$ cat config.mk
export PLATFORM = sky130hd
export DESIGN_NAME = ext_tile_addr_gen
export DESIGN_NICKNAME = d
export VERILOG_FILES = /design/src/rtl/ext_tile_pkg.sv /design/src/rtl/ext_tile_map_addr.sv /design/src/rtl/ext_tile_pix_addr.sv /design/src/rtl/ext_tile_addr_gen.sv
export SDC_FILE = /design/constraint.sdc
export NUM_CORES = 1
export LEC_CHECK = 0
export ABC_AREA = 1
export BUFFER_PORTS_ARGS = -buffer_cell sky130_fd_sc_hd__buf_4
export CELL_PAD_IN_SITES_DETAIL_PLACEMENT = 0
export CELL_PAD_IN_SITES_GLOBAL_PLACEMENT = 1
export CORE_UTILIZATION = 40
export DETAILED_ROUTE_END_ITERATION = 12
export GPL_TIMING_DRIVEN = 0
export PLACE_DENSITY_LB_ADDON = 0.1
export SLEW_MARGIN = 15
export SYNTH_ARGS = -nofsm -noshare
export SYNTH_HDL_FRONTEND = slang
export SYNTH_HIERARCHICAL = 1
export SYNTH_SLANG_ARGS = --single-unit
$ cat constraint.sdc
create_clock -name clk_i -period 2.15 [get_ports clk_i]
set_clock_uncertainty 0.1 [all_clocks]
set_input_delay 0.1075 -clock clk_i [delete_from_list [all_inputs] [get_ports clk_i]]
set_output_delay 0.1075 -clock clk_i [all_outputs]
set_load 0.03 [all_outputs]
$ cat src/rtl/ext_tile_pkg.sv
package ext_tile_pkg;
  localparam int unsigned VRAM_AW = 19;

  typedef enum logic [2:0] {
    ST_IDLE,
    ST_RD_LSB,
    ST_RD_MSB,
    ST_CALC,
    ST_RD_PIX,
    ST_WAIT
  } fetch_state_e;
endpackage

$ cat src/rtl/ext_tile_map_addr.sv
module ext_tile_map_addr #(
  parameter int unsigned       AW       = 19,
  parameter int unsigned       XW       = 9,
  parameter int unsigned       YW       = 8,
  parameter logic [AW-1:0]     MAP_BASE = 19'h70000
) (
  input  logic [XW-1:3] col_i,
  input  logic [YW-1:3] row_i,
  input  logic          tile8_i,
  input  logic          buf_i,
  input  logic          pf_i,
  input  logic          hi_i,
  output logic [AW-1:0] addr_o
);
  localparam int unsigned OFF16_W = 3 + (YW - 4) + (XW - 4);
  localparam int unsigned OFF8_W  = 3 + (YW - 3) + (XW - 3);

  logic [OFF16_W-1:0] off16;
  logic [OFF8_W-1:0]  off8;

  // 16x16: byte-half outermost; 8x8: playfield outermost
  assign off16 = {hi_i, pf_i, buf_i, row_i[YW-1:4], col_i[XW-1:4]};
  assign off8  = {pf_i, buf_i, hi_i, row_i, col_i};

  always_comb begin
    if (tile8_i) addr_o = MAP_BASE + AW'(off8);
    else         addr_o = MAP_BASE + AW'(off16);
  end
endmodule

$ cat src/rtl/ext_tile_pix_addr.sv
module ext_tile_pix_addr #(
  parameter int unsigned AW = 19
) (
  input  logic [7:0]    idx_lo_i,
  input  logic [4:0]    idx_hi_i,
  input  logic          hflip_i,
  input  logic          vflip_i,
  input  logic [3:0]    sub_x_i,
  input  logic [3:0]    sub_y_i,
  input  logic          tile8_i,
  input  logic          swap_i,
  output logic [AW-1:0] addr_o
);
  logic [3:0]    r, c;
  logic [AW-1:0] raw;

  assign r = sub_y_i ^ {4{vflip_i}};
  assign c = sub_x_i ^ {4{hflip_i}};

  always_comb begin
    if (tile8_i) raw = AW'({idx_hi_i, idx_lo_i, r[2:0], c[2:0]});
    else         raw = AW'({idx_hi_i[2:0], idx_lo_i, r, c});
    addr_o = raw ^ {swap_i, {(AW-1){1'b0}}};
  end
endmodule

$ cat src/rtl/ext_tile_addr_gen.sv
module ext_tile_addr_gen
  import ext_tile_pkg::*;
#(
  parameter int unsigned   AW       = VRAM_AW,
  parameter int unsigned   XW       = 9,
  parameter int unsigned   YW       = 8,
  parameter int unsigned   SW       = 4,
  parameter logic [AW-1:0] MAP_BASE = 19'h70000
) (
  input  logic          clk_i,
  input  logic          rst_ni,
  input  logic          req_i,
  input  logic [XW-1:0] beam_x_i,
  input  logic [YW-1:0] beam_y_i,
  input  logic [SW-1:0] scroll_x_i,
  input  logic [SW-1:0] scroll_y_i,
  input  logic          tile8_i,
  input  logic          buf_sel_i,
  input  logic          pf_sel_i,
  input  logic          def_swap_i,
  output logic          busy_o,
  output logic          mem_rd_o,
  output logic [AW-1:0] mem_addr_o,
  input  logic [7:0]    mem_data_i,
  output logic          done_o,
  output logic [AW-1:0] pix_addr_o,
  output logic [7:0]    pix_data_o,
  output logic          transparent_o
);
  fetch_state_e state_q, state_d;

  logic [XW-1:0] sx_q;
  logic [YW-1:0] sy_q;
  logic          t8_q, buf_q, pf_q, swap_q;
  logic [7:0]    lsb_q;
  logic [AW-1:0] pix_addr_q, pix_addr_d, map_addr;
  logic [7:0]    pix_data_q;
  logic          done_q;
  logic          accept;

  assign accept = (state_q == ST_IDLE) && req_i;

  always_comb begin
    state_d = state_q;
    unique case (state_q)
      ST_IDLE:   if (req_i) state_d = ST_RD_LSB;
      ST_RD_LSB: state_d = ST_RD_MSB;
      ST_RD_MSB: state_d = ST_CALC;
      ST_CALC:   state_d = ST_RD_PIX;
      ST_RD_PIX: state_d = ST_WAIT;
      ST_WAIT:   state_d = ST_IDLE;
      default:   state_d = ST_IDLE;
    endcase
  end

  always_ff @(posedge clk_i or negedge rst_ni) begin
    if (!rst_ni) begin
      state_q    <= ST_IDLE;
      sx_q       <= '0;
      sy_q       <= '0;
      t8_q       <= 1'b0;
      buf_q      <= 1'b0;
      pf_q       <= 1'b0;
      swap_q     <= 1'b0;
      lsb_q      <= '0;
      pix_addr_q <= '0;
      pix_data_q <= '0;
      done_q     <= 1'b0;
    end else begin
      state_q <= state_d;
      done_q  <= (state_q == ST_WAIT);
      if (accept) begin
        sx_q   <= beam_x_i + XW'(scroll_x_i);
        sy_q   <= beam_y_i + YW'(scroll_y_i);
        t8_q   <= tile8_i;
        buf_q  <= buf_sel_i;
        pf_q   <= pf_sel_i;
        swap_q <= def_swap_i;
      end
      if (state_q == ST_RD_MSB) lsb_q      <= mem_data_i;
      if (state_q == ST_CALC)   pix_addr_q <= pix_addr_d;
      if (state_q == ST_WAIT)   pix_data_q <= mem_data_i;
    end
  end

  ext_tile_map_addr #(
    .AW(AW), .XW(XW), .YW(YW), .MAP_BASE(MAP_BASE)
  ) u_map (
    .col_i  (sx_q[XW-1:3]),
    .row_i  (sy_q[YW-1:3]),
    .tile8_i(t8_q),
    .buf_i  (buf_q),
    .pf_i   (pf_q),
    .hi_i   (state_q == ST_RD_MSB),
    .addr_o (map_addr)
  );

  // high index byte arrives on mem_data_i during ST_CALC
  ext_tile_pix_addr #(.AW(AW)) u_pix (
    .idx_lo_i(lsb_q),
    .idx_hi_i(mem_data_i[4:0]),
    .hflip_i (mem_data_i[6]),
    .vflip_i (mem_data_i[7]),
    .sub_x_i (sx_q[3:0]),
    .sub_y_i (sy_q[3:0]),
    .tile8_i (t8_q),
    .swap_i  (swap_q),
    .addr_o  (pix_addr_d)
  );

  always_comb begin
    mem_rd_o   = 1'b0;
    mem_addr_o = '0;
    unique case (state_q)
      ST_RD_LSB, ST_RD_MSB: begin
        mem_rd_o   = 1'b1;
        mem_addr_o = map_addr;
      end
      ST_RD_PIX: begin
        mem_rd_o   = 1'b1;
        mem_addr_o = pix_addr_q;
      end
      default: ;
    endcase
  end

  assign busy_o        = (state_q != ST_IDLE);
  assign done_o        = done_q;
  assign pix_addr_o    = pix_addr_q;
  assign pix_data_o    = pix_data_q;
  assign transparent_o = (pix_data_q == 8'h00);

  assert_read_on_accept_R2: assert property (@(posedge clk_i) disable iff (!rst_ni)
    accept |=> mem_rd_o);

  assert_done_single_R2: assert property (@(posedge clk_i) disable iff (!rst_ni)
    done_o |=> !done_o);

  assert_done_after_pix_read_R2: assert property (@(posedge clk_i) disable iff (!rst_ni)
    done_o |-> ($past(mem_rd_o, 2) && !$past(mem_rd_o) && !mem_rd_o));

  assert_map_window_R3: assert property (@(posedge clk_i) disable iff (!rst_ni)
    (mem_rd_o && state_q != ST_RD_PIX) |-> (mem_addr_o[AW-1:14] == MAP_BASE[AW-1:14]));

  assert_cfg_hold_R11: assert property (@(posedge clk_i) disable iff (!rst_ni)
    (busy_o && $past(busy_o)) |-> ($stable(sx_q) && $stable(sy_q) && $stable(t8_q)
                                   && $stable(pf_q) && $stable(buf_q) && $stable(swap_q)));
endmodule

; ---- After elaboration in Yosys (flattened, before gate mapping)
; Index checks and enable logic that the tools add are counted.
[op_classes]
add_sub_neg = 4
n_eq_ne = 6
n_mux = 6
n_bitwise = 3
reduce_logical = 6
[ops]
columns = operator, count
row1 = $mux W19, 2
row2 = $pmux W19 S2, 1
row3 = $xor A19 B19 Y19, 1
row4 = $add A17 B13 Y18 const A, 1
row5 = $add A17 B15 Y18 const A, 1
row6 = $pmux W3 S5, 1
row7 = $add A9 B4 Y9, 1
row8 = $add A8 B4 Y8, 1
row9 = $logic_not A8 Y1, 1
row10 = $xor A4 B4 Y4, 2
row11 = $eq A3 B2 Y1 const B, 2
row12 = $eq A3 B3 Y1 const B, 2
row13 = $eq A3 B1 Y1 const B, 1
row14 = $logic_not A3 Y1, 1
row15 = $mux W3, 1
row16 = $reduce_bool A3 Y1, 1
row17 = $reduce_or A3 Y1, 1
row18 = $ne A2 B2 Y1 const B, 1
row19 = $reduce_or A2 Y1, 1
row20 = $logic_and A1 B1 Y1, 1
row21 = $mux W1, 1
[word_totals]
register_bits = 60
inputBits = 40
output_inout_bits = 50
wordCells = 36

; ---- Logic depth before layout (Yosys ltp)
[logic_depth]
depth_word = 4
mapped_depth = 9
ltp_nobuf = 9

; ---- Cells and area by module
; Netlist, hierarchy kept.
[by_module_without_submodules]
columns = module, n_inst, cells_each, area_per_inst_um2, seq_area_each_um2
row1 = ext_tile_addr_gen, 1, 360, 3075.4, 1501.4
row2 = ext_tile_pix_addr, 1, 79, 367.9, 0.0
row3 = ext_tile_map_addr, 1, 48, 220.2, 0.0

; ---- Worst setup path before layout
; OpenSTA, ideal clock, no wires.
[synth_path]
path_kind = input port to flip-flop
start = in beam_x_i[0]
end = reg sx_q[4]
setup_time_ns = 0.117
arrival_time_ns = 1.277
required_ns = 1.933
setup_slack_ns = 0.655
stages = 7
path_buffers = 0
path_cell_list = ha_1 > fa_1 > nand3_1 > nand2_1 > or2_2 > nand3_1 > nand2_1
[synth_via]
elab_chain_cells = 1
[synth_rtl]
columns = item, line
row1 = start: declaration, ext_tile_addr_gen.sv:13  ; input logic [XW-1:0] beam_x_i,
row2 = $add A9 B4 Y9, ext_tile_addr_gen.sv:73  ; sx_q <= beam_x_i + XW'(scroll_x_i);
row3 = end signal: assignment, ext_tile_addr_gen.sv:73
row4 = end: declaration, ext_tile_addr_gen.sv:32  ; logic [XW-1:0] sx_q;
; Every way passes these cells.
; A chain may end at the register's enable or synchronous reset.

; ---- Final worst setup path
[layout_path]
start = reg state_q[1]
end = out mem_addr_o[3]
[layout_via]
elab_chain_cells = 3
elab_cells_between_ends = 5
classes_between = eq/ne (3) / mux (1) / reduce/logical (1)
[layout_rtl]
columns = item, line
row1 = start: declaration, ext_tile_addr_gen.sv:30  ; fetch_state_e state_q, state_d;
row2 = start signal: assignment, ext_tile_addr_gen.sv:70  ; state_q <= state_d;
row3 = $eq A3 B1 Y1 or $eq A3 B2 Y1 (tied branches), ext_tile_addr_gen.sv:114  ; unique case (state_q)
row4 = $reduce_or A2 Y1, --
row5 = $pmux W19 S2 *, ext_tile_addr_gen.sv:114
row6 = end: declaration, ext_tile_addr_gen.sv:23  ; output logic [AW-1:0] mem_addr_o,
; Mark *: on every way between the ends. The rest lies on a longest branch, timed or not.

==> flow_metrics.env <==
export IMPL_synth_cell_type_count=35
export IMPL_slew_headroom_pct=49.8
export IMPL_cp_max_fo=10
export IMPL_leakagePower_nw=2.74
export IMPL_post_route_period_util_pct=94.5
export IMPL_cp_required_ns=1.94
export IMPL_ir_drop_mv=0.544
export IMPL_cp_end_kind="output port"
export IMPL_antenna_diode_count=0
export IMPL_layout_common_cells="nand2_1 (217), buf_4 (97), dfrtp_1 (60)"
export IMPL_port_buffers=89
export IMPL_avgSynthCellArea_um2=7.52
export IMPL_crit_path_start_kind="flop"
export IMPL_cts_sinks=60
export IMPL_holdPathStages=3
export IMPL_ys_warn_count=6
export IMPL_htree_num_levels=3
export IMPL_fp_dieW_um=97.7
export IMPL_fillers=877
export IMPL_setup_worst_path_class="reg2out"
export IMPL_clock_latency_ns=0.33
export IMPL_violations="DRC"
export IMPL_numCtsBuffers=9
export IMPL_tightest_slew_ns=0.753
export IMPL_post_cts_buffers=0
export IMPL_clock_root_buffer="clkbuf_8"
export IMPL_drt_pass1_iter_count=8
export IMPL_hp_class="in2reg"
export IMPL_period_needed_ns=2.03
export IMPL_r2r_cells=7
export IMPL_routed_wl_um=9110
export IMPL_grt_overflow=0
export IMPL_start_util_pct=41.6
export IMPL_grt_pass1_vias=3300
export IMPL_hpwl_um=6850
export IMPL_grt_max_degree=61
export IMPL_p_per_area_nw_per_um2=1530
export IMPL_avgViaCountPerCell=4.67
export IMPL_max_freq_mhz=492
export IMPL_synth_seq_cells=60
export IMPL_ys_seq_area_share_pct=41.0
export IMPL_finalSetupViolCount=0
export IMPL_io_pins=90
export IMPL_dieArea_um2=9550
export IMPL_num_vias=3379
export IMPL_hold_violations=0
export IMPL_final_max_slew_violation_count=0
export IMPL_layout_commonest_cell="nand2_1"
export IMPL_antenna_found_initial=0
export IMPL_drc=12
export IMPL_die_h_um=97.7
export IMPL_area_growth_syn_to_layout_pct=33.8
export IMPL_place_congestion=0.802
export IMPL_core_um2=8810
export IMPL_status="finished, violations left"
export IMPL_track_usage_pct=20.3
export IMPL_setup_tns_final_ns=0
export IMPL_cts_tree="built"
export IMPL_syn_inst=487
export IMPL_synth_area_um2=3660
export IMPL_drive_above_1_share_pct=26.0
export IMPL_wl_per_cell_um=12.6
export IMPL_clk_pin_slew_worst_paths_ns=0.07
export IMPL_grt_pass1_wl_um=15400
export IMPL_worstPathArrival_ns=1.82
export IMPL_drv_cap=0
export IMPL_nets=662
export IMPL_rows=34
export IMPL_total_power_mw=7.52
export IMPL_ant_nets=0
export IMPL_rsz0062_at_grt="false"
export IMPL_drt_iter0_drc=110
export IMPL_clock_path_buffers=2
## power by group
group / internal [mW] / switching [mW] / total [mW]
combinational: 1.67 / 2.61 / 4.28
clock: 0.626 / 0.420 / 1.05
sequential: 1.70 / 0.496 / 2.19
## layout make-up
| cell class | instances | area (µm²) | area share (%) |
|---|---|---|---|
| clock buffers | 14 | 173 | 3.52 |
| clock inverters | 1 | 30.0 | 0.612 |
| inverters | 45 | 176 | 3.60 |
| well taps | 108 | 135 | 2.76 |
| repair buffers | 111 | 888 | 18.1 |
| multi-input cells | 360 | 1810 | 36.9 |
| plain buffers | 25 | 189 | 3.85 |
| flip-flops and latches | 60 | 1500 | 30.6 |
## Yosys cell counts (all sizes together)
cell	number	share of area [%]
o22ai	1	0.17
nor3	1	0.14
mux2	19	5.8
clkbuf	4	0.44
dfrtp	60	41
buf	21	4.7
nand3b	1	0.20
nand4	2	0.34
ha	8	2.7
conb	2	0.20
nor4	2	0.34
and2	1	0.17
xor2	4	0.96
o21ai	23	3.4
inv	45	4.8
or2	4	0.68
xnor2	1	0.24
nand3	54	7.7
a21oi	4	0.55
nand2	220	23
fa	2	1.1
nor2	8	1.5
## state kept, by name, summed over array words and instances (netlist names)
name and count:
done_o 1, lsb_q 8, state_q 3, pf_q 1
buf_q 1, pix_addr_o 19, sx_q 9, t8_q 1
swap_q 1, sy_q 8, pix_data_o 8
## layer usage
metal	share of wire, %	vias to the layer above	track usage (%)
met5	0	-	0
met4	0.88	0	5.48
met3	3.3	7	3.81
met2	51	63	36.3
met1	45	1538	25.1
li1	-	1771	-
## worst paths after layout
| check | startpoint | endpoint | slack (ns) |
|---|---|---|---|
| hold reg to reg | sy_q[0]$_DFFE_PN0P_ | sy_q[0]$_DFFE_PN0P_ | 0.40 |
| setup reg to reg | state_q[1]$_DFFE_PN0P_ | sy_q[6]$_DFFE_PN0P_ | 0.62 |
| setup / recovery | state_q[1]$_DFFE_PN0P_ | mem_addr_o[3] | 0.12 |
| hold / removal | mem_data_i[4] | pix_data_o[4]$_DFFE_PN0P_ | 0.005 |
| max in group asynchronous | rst_ni | sy_q[0]$_DFFE_PN0P_ | 1.17 |
| min in group asynchronous | rst_ni | state_q[0]$_DFFE_PN0P_ | 0.29 |
## through the flow
stage | instance area, µm² | hold slack (ns) | std cells | worst slack (ns) | utilization (%)
6_report | 4900 | 0.00516 | 724 | 0.119 | 55.7
5_1_grt | 4900 | 0.0276 | 724 | 0.00141 | 55.7
4_1_cts | 4900 | 0.00669 | 724 | 0.0904 | 55.7
3_5_place_dp | 4480 | 0.128 | 687 | 0.454 | 50.9
3_3_place_gp | 4480 | 0.119 | 687 | 0.441 | 50.9
2_1_floorplan | 3670 | -0.288 | 490 | 0.655 | -
## repair_timing
action | 4_1_cts | 5_1_grt
hold endpoints to repair | 84 | 0
endpoints found under the setup margin | 0 | 1
hold buffers | 22 | 0
resized for setup | 0 | 1
## cells by family after synthesis
family	count (synthesis)	synth area share [%]
AO/OA/AOI/OAI	28	4.17
adder cells (fa/ha/maj)	10	3.83
XOR/XNOR	5	1.20
buffers and inverters	70	9.97
other	2	0.205
multiplexers	19	5.84
flip-flops	60	41.0
AND/OR/NAND/NOR	293	33.8
## critical path, cell delays in order (launching register included)
cell	delay, ns
dfrtp_1	0.45
nor2_4	0.20
clkbuf_1	0.42
nand3_1	0.13
nand2_1	0.12
buf_4	0.16
(Power assumes the default switching activity.)
